===== config.mk =====
export PLATFORM = sky130hd
export DESIGN_NAME = gpio_hw_port
export DESIGN_NICKNAME = d
export VERILOG_FILES = /design/src/rtl/gpio_hw_pkg.sv /design/src/rtl/gpio_hw_halfreg.sv /design/src/rtl/gpio_hw_sync.sv /design/src/rtl/gpio_hw_bus.sv /design/src/rtl/gpio_hw_port.sv
export SDC_FILE = /design/constraint.sdc
export NUM_CORES = 1
export LEC_CHECK = 0
export BUFFER_PORTS_ARGS = -buffer_cell sky130_fd_sc_hd__buf_2
export CAP_MARGIN = 15
export CORE_ASPECT_RATIO = 0.9
export CORE_MARGIN = 2
export CORE_UTILIZATION = 49
export CTS_CLUSTER_DIAMETER = 60
export DETAILED_ROUTE_END_ITERATION = 6
export PLACE_DENSITY = 0.76
export SLEW_MARGIN = 40
export SYNTH_ARGS = -nofsm -noshare
export SYNTH_HDL_FRONTEND = slang
export SYNTH_SLANG_ARGS = --single-unit

===== constraint.sdc =====
create_clock -name clk -period 5.3 [get_ports clk]
set_clock_uncertainty 0.05 [all_clocks]
set_input_delay 1.06 -clock clk [delete_from_list [all_inputs] [get_ports clk]]
set_output_delay 1.06 -clock clk [all_outputs]
set_load 0.02 [all_outputs]

===== src/rtl/gpio_hw_pkg.sv =====
package gpio_hw_pkg;
  localparam logic [15:0] OFF_DATA_LO = 16'h0000;
  localparam logic [15:0] OFF_DATA_HI = 16'h0004;
  localparam logic [15:0] OFF_DIR_LO  = 16'h0008;
  localparam logic [15:0] OFF_DIR_HI  = 16'h000C;
  localparam logic [15:0] OFF_EXT     = 16'h0070;
  localparam logic [15:0] OFF_VER     = 16'h0078;

  typedef enum logic [2:0] {
    SEL_NONE, SEL_DATA_LO, SEL_DATA_HI, SEL_DIR_LO, SEL_DIR_HI, SEL_EXT, SEL_VER
  } sel_e;

  function automatic sel_e decode_addr(input logic [15:0] a);
    case (a)
      OFF_DATA_LO: return SEL_DATA_LO;
      OFF_DATA_HI: return SEL_DATA_HI;
      OFF_DIR_LO:  return SEL_DIR_LO;
      OFF_DIR_HI:  return SEL_DIR_HI;
      OFF_EXT:     return SEL_EXT;
      OFF_VER:     return SEL_VER;
      default:     return SEL_NONE;
    endcase
  endfunction
endpackage


===== src/rtl/gpio_hw_halfreg.sv =====
module gpio_hw_halfreg #(
  parameter int HALF_W = 16
) (
  input  logic                  clk,
  input  logic                  rst_n,
  input  logic                  wr_en,
  input  logic [2*HALF_W-1:0]   wdata,
  output logic [HALF_W-1:0]     q
);
  logic [HALF_W-1:0] mask, vals;
  assign vals = wdata[HALF_W-1:0];
  assign mask = wdata[2*HALF_W-1:HALF_W];

  always_ff @(posedge clk) begin
    if (!rst_n)     q <= '0;
    else if (wr_en) q <= (q & ~mask) | (vals & mask);
  end
endmodule


===== src/rtl/gpio_hw_sync.sv =====
module gpio_hw_sync #(
  parameter int W      = 32,
  parameter int STAGES = 2
) (
  input  logic         clk,
  input  logic         rst_n,
  input  logic [W-1:0] d,
  output logic [W-1:0] q
);
  logic [W-1:0] stage [STAGES];

  for (genvar s = 0; s < STAGES; s++) begin : g_stage
    always_ff @(posedge clk) begin
      if (!rst_n) stage[s] <= '0;
      else        stage[s] <= (s == 0) ? d : stage[(s == 0) ? 0 : s-1];
    end
  end

  assign q = stage[STAGES-1];
endmodule


===== src/rtl/gpio_hw_bus.sv =====
module gpio_hw_bus
  import gpio_hw_pkg::*;
#(
  parameter int ADDR_W = 8,
  parameter int HALF_W = 16,
  parameter logic [2*HALF_W-1:0] VERSION = 32'h0102_0037
) (
  input  logic                clk,
  input  logic                rst_n,
  input  logic                req_valid,
  output logic                req_ready,
  input  logic                req_write,
  input  logic [ADDR_W-1:0]   req_addr,
  input  logic                rsp_ready,
  output logic                rsp_valid,
  output logic [2*HALF_W-1:0] rsp_rdata,
  input  logic [2*HALF_W-1:0] data_q,
  input  logic [2*HALF_W-1:0] dir_q,
  input  logic [2*HALF_W-1:0] ext_q,
  output logic [3:0]          wr_stb
);
  localparam int W = 2 * HALF_W;

  logic [15:0] addr_x;
  sel_e        sel;
  logic        accept, wr;
  logic [W-1:0] rd_mux;

  assign addr_x    = 16'(req_addr);
  assign sel       = decode_addr(addr_x);
  assign req_ready = !rsp_valid;
  assign accept    = req_valid && req_ready;
  assign wr        = accept && req_write;

  // strobe order: data lo, data hi, dir lo, dir hi
  assign wr_stb[0] = wr && (sel == SEL_DATA_LO);
  assign wr_stb[1] = wr && (sel == SEL_DATA_HI);
  assign wr_stb[2] = wr && (sel == SEL_DIR_LO);
  assign wr_stb[3] = wr && (sel == SEL_DIR_HI);

  always_comb begin
    rd_mux = '0;
    case (sel)
      SEL_DATA_LO: rd_mux[HALF_W-1:0] = data_q[HALF_W-1:0];
      SEL_DATA_HI: rd_mux[HALF_W-1:0] = data_q[W-1:HALF_W];
      SEL_DIR_LO:  rd_mux[HALF_W-1:0] = dir_q[HALF_W-1:0];
      SEL_DIR_HI:  rd_mux[HALF_W-1:0] = dir_q[W-1:HALF_W];
      SEL_EXT:     rd_mux = ext_q;
      SEL_VER:     rd_mux = VERSION;
      default:     rd_mux = '0;
    endcase
  end

  always_ff @(posedge clk) begin
    if (!rst_n) begin
      rsp_valid <= 1'b0;
      rsp_rdata <= '0;
    end else if (accept) begin
      rsp_valid <= 1'b1;
      rsp_rdata <= req_write ? '0 : rd_mux;
    end else if (rsp_ready) begin
      rsp_valid <= 1'b0;
    end
  end
endmodule


===== src/rtl/gpio_hw_port.sv =====
module gpio_hw_port #(
  parameter int ADDR_W = 8,
  parameter int HALF_W = 16,
  parameter int SYNC_STAGES = 2,
  parameter logic [2*HALF_W-1:0] VERSION = 32'h0102_0037
) (
  input  logic                clk,
  input  logic                rst_n,
  input  logic                req_valid,
  output logic                req_ready,
  input  logic                req_write,
  input  logic [ADDR_W-1:0]   req_addr,
  input  logic [2*HALF_W-1:0] req_wdata,
  output logic                rsp_valid,
  input  logic                rsp_ready,
  output logic [2*HALF_W-1:0] rsp_rdata,
  input  logic [2*HALF_W-1:0] pin_in,
  output logic [2*HALF_W-1:0] pad_out,
  output logic [2*HALF_W-1:0] pad_oe
);
  localparam int W = 2 * HALF_W;

  logic [3:0]   wr_stb;
  logic [W-1:0] data_q, dir_q, ext_q;

  gpio_hw_bus #(.ADDR_W(ADDR_W), .HALF_W(HALF_W), .VERSION(VERSION)) u_bus (
    .clk(clk), .rst_n(rst_n),
    .req_valid(req_valid), .req_ready(req_ready), .req_write(req_write),
    .req_addr(req_addr), .rsp_ready(rsp_ready), .rsp_valid(rsp_valid),
    .rsp_rdata(rsp_rdata), .data_q(data_q), .dir_q(dir_q), .ext_q(ext_q),
    .wr_stb(wr_stb)
  );

  // index 0/1: data halves, 2/3: direction halves
  for (genvar r = 0; r < 2; r++) begin : g_reg
    for (genvar h = 0; h < 2; h++) begin : g_half
      logic [HALF_W-1:0] q;
      gpio_hw_halfreg #(.HALF_W(HALF_W)) u_half (
        .clk(clk), .rst_n(rst_n), .wr_en(wr_stb[2*r+h]),
        .wdata(req_wdata), .q(q)
      );
      if (r == 0) begin : g_data
        assign data_q[h*HALF_W +: HALF_W] = q;
      end else begin : g_dir
        assign dir_q[h*HALF_W +: HALF_W] = q;
      end
    end
  end

  gpio_hw_sync #(.W(W), .STAGES(SYNC_STAGES)) u_sync (
    .clk(clk), .rst_n(rst_n), .d(pin_in), .q(ext_q)
  );

  assign pad_out = data_q;
  assign pad_oe  = dir_q;
endmodule


==> summary.txt <==
Layout
  – Final #Nets: 903
  – Post-route design area: 0.007896 mm2
  – Layout cells sized above 1: 28.25%
  – Synthesis-to-finish area growth: 24.87%
  – Multi-input logic area: 0.002861 mm2
  – Fill cells: 1047
  – Storage cell area: 0.003223 mm2
  – Layout Utilization: 62.48%

Setup path
  – CP Data Required Time: 5.55 ns
  – Critical path type: input port to register
  – Cells along the critical path: buf_2 > or4_4 > or4_1 > o21ai_0 > a21oi_1
  – Crit end category: register
  – Critical path fanouts, max: 28
  – Buf+Inv Stages, Crit Path: 1
  – Crit path largest cell delay: 0.68 ns
  – Startpoint Class: input port
  – Worst path slowest cell: or4_1
  – Flop2flop setup slack: 3.17 ns
  – CP top delay family: simple AND/OR/NAND/NOR gates
  – WP data arrival: 3.09 ns

Clock tree
  – Post-CTS Hold Buffers: 0
  – CTS tree: yes
  – Clock slew at reported path FFs: 0.06 ns
  – Post-CTS Setup Inserts: 0
  – Root buf cell: clkbuf_16
  – Number of gates resized after cts: 0
  – Htree depth: 4
  – CTS Buffer Depth: 2
  – Clk Latency, worst-skew pair: 0.44 ns
  – CTS sink count: 161
  – Cts bufs inserted: 17

Flow run
  – MaxCap Viol Count: 0

Timing
  – Final setup fails: 0
  – Worst hold slack: 0.3795 ns
  – Worst slew pin tran: 0.7701 ns
  – RSZ-0062 raised after global routing: no
  – Fin crit share: 53.66%
  – Final Hold Viols: 0
  – Fin. max-slew vios: 0
  – Fmax: 0.3516 GHz
  – Setup_tns: 0 ns
  – Headroom to the max-slew limit: 48.47%
  – Final min period: 2.844 ns

Die
  – Row count: 39
  – Initial Utilization: 50.03%
  – Die Y: 111.8 um
  – Die Area: 0.01383 mm2
  – Die Width: 123.7 um
  – I/O pins: 175
  – Core area: 0.01264 mm2

Synth
  – Synth warn: 0
  – Cell Area, Synth: 0.006324 mm2
  – Syn nets: 743
  – Top-area cell type share of the netlist area: 50.97%
  – Prevailing post-synth register cell: dfxtp_1
  – #FFs+latches synth: 161
  – Syn Area/Cell: 9.495 um2
  – Synth area leader: dfxtp_1
  – Number of enable flip-flop cells after synthesis: 0
  – Yosys cell types: 40
  – Async set-or-reset flop fraction in the synthesized netlist: 0%
  – Largest cells by area after synthesis: dfxtp_1, and2_1, a22oi_1
  – Cells after synthesis: 666
  – Seq/Total Area, Yosys: 50.97%

Global routing
  – Total grt overflow: 0
  – First-pass GRT wire length: 26630 um
  – Largest net degree at the start of global routing: 130
  – Vias in the first global route: 5294
  – Met3 Usage GRT: 7.070%
  – Gr usage total: 25.33%
  – Busiest metal layer after global routing: met2
  – Met1 usage: 32.22%
  – Number of antenna violations at the first check in global routing: 1
  – M2 GR Usage: 39.08%

Routing
  – First drt pass iteration count: 5
  – ANT nets after route: 0
  – Routed WL: 16910 um
  – DRC: 0
  – Avg WL per Cell: 16.84 um
  – Initial DRC count: 496
  – Via/cell ratio: 5.496
  – Vias after detailed routing: 5518

Worst hold path
  – Worst Hold Class: register to register

Power
  – Power Dens Cells: 323.1 mW/mm2
  – Leak: 3.617 nW
  – Maximum ir drop on the vdd rail: 0.0003037 V
  – Pwr Total: 2.551 mW

Placed design
  – Port bufs: 174
  – Detailed-placement wirelength estimate: 12060 um
  – Final GP Congestion: 0.8784
  – Placed cell area: 0.007310 mm2

Status
  – Outcome: completed
-- layout make-up --
cell class	count	area share, %
Antenna cell	1	0.03169
Timing Repair Buffer	183	12.11
Inverter	20	0.9507
Tap cell	164	2.599
Sequential cell	161	40.82
Multi-Input combinational cell	443	36.24
Clock buffer	18	5.435
Clock inverter	14	1.822
-- cell usage in the layout (no fill, tap or decap), types with 15 or more instances in the layout --
| cell type | synthesis | final |
|---|---|---|
| nor2_1 | 24 | 23 |
| a22oi_1 | 52 | 52 |
| mux2i_1 | 37 | 37 |
| a21oi_1 | 19 | 19 |
| and3_1 | 17 | 17 |
| clkbuf_16 | 0 | 17 |
| nand2_1 | 99 | 99 |
| a21boi_0 | 21 | 21 |
| o21a_1 | 16 | 16 |
| and2_1 | 64 | 64 |
| o21ai_0 | 15 | 15 |
| buf_2 | 3 | 173 |
| nand3_1 | 17 | 17 |
| dfxtp_1 | 161 | 161 |
| inv_1 | 20 | 20 |
-- Yosys cell counts, drive strengths merged (17+ instances only) --
cell and count:
dfxtp 161, nand2 99, and2 64, a22oi 52
mux2i 37, clkbuf 32, nor2 24, a21boi 21
inv 20, a21oi 19, and3 17, nand3 17
-- path summary, 6_finish.rpt --
kind / startpoint / to / depth (start not counted)
worst max-delay path: req_addr[3] / register / 5
worst min-delay path: u_sync.stage[0][16] / u_sync.stage[1][16] / 1
worst max register to register: u_bus.rsp_valid / register / 4
worst min register to register: u_sync.stage[0][16] / u_sync.stage[1][16] / 1
-- through the flow --
step           cells  setup slack [ns]
6_report        1004             2.456
3_3_place_gp     968             1.914
2_1_floorplan    666             2.519
3_5_place_dp     970             2.007
5_1_grt         1004             2.380
4_1_cts         1002             2.479
-- worst reg2reg max path, cell delays in order (launching register included) --
cell and delay (ns):
dfxtp_1 0.37, nand3b_1 0.36, or4_1 0.81, o21ai_0 0.30, a21oi_1 0.10
-- layer usage --
metal  up-vias  share of wire [%]
met3        44                8.1
met1      2570                 42
li1       2642                  -
met4         0                3.5
met2       262                 46
met5         -                  0
-- kinds of logic (layout without fill, tap and decap cells) --
| family | count (synthesis) | in the layout | synth area share [%] |
|---|---|---|---|
| muxes | 48 | 48 | 7.816 |
| other | 0 | 1 | 0 |
| buffers and inverters | 62 | 235 | 4.175 |
| and+or+nand+nor | 246 | 246 | 20.22 |
| DFF | 161 | 161 | 50.97 |
| AOI/OAI and AO/OA | 149 | 149 | 16.82 |
-- power breakdown --
group | internal, mW | switching [mW] | total (mW) | leakage (nW)
Clock | 0.661 | 0.526 | 1.19 | 0.281
Sequential | 1.23 | 0.00634 | 1.24 | 1.31
Combinational | 0.0458 | 0.0787 | 0.124 | 2.03
Power figures use the tool's default switching activity.
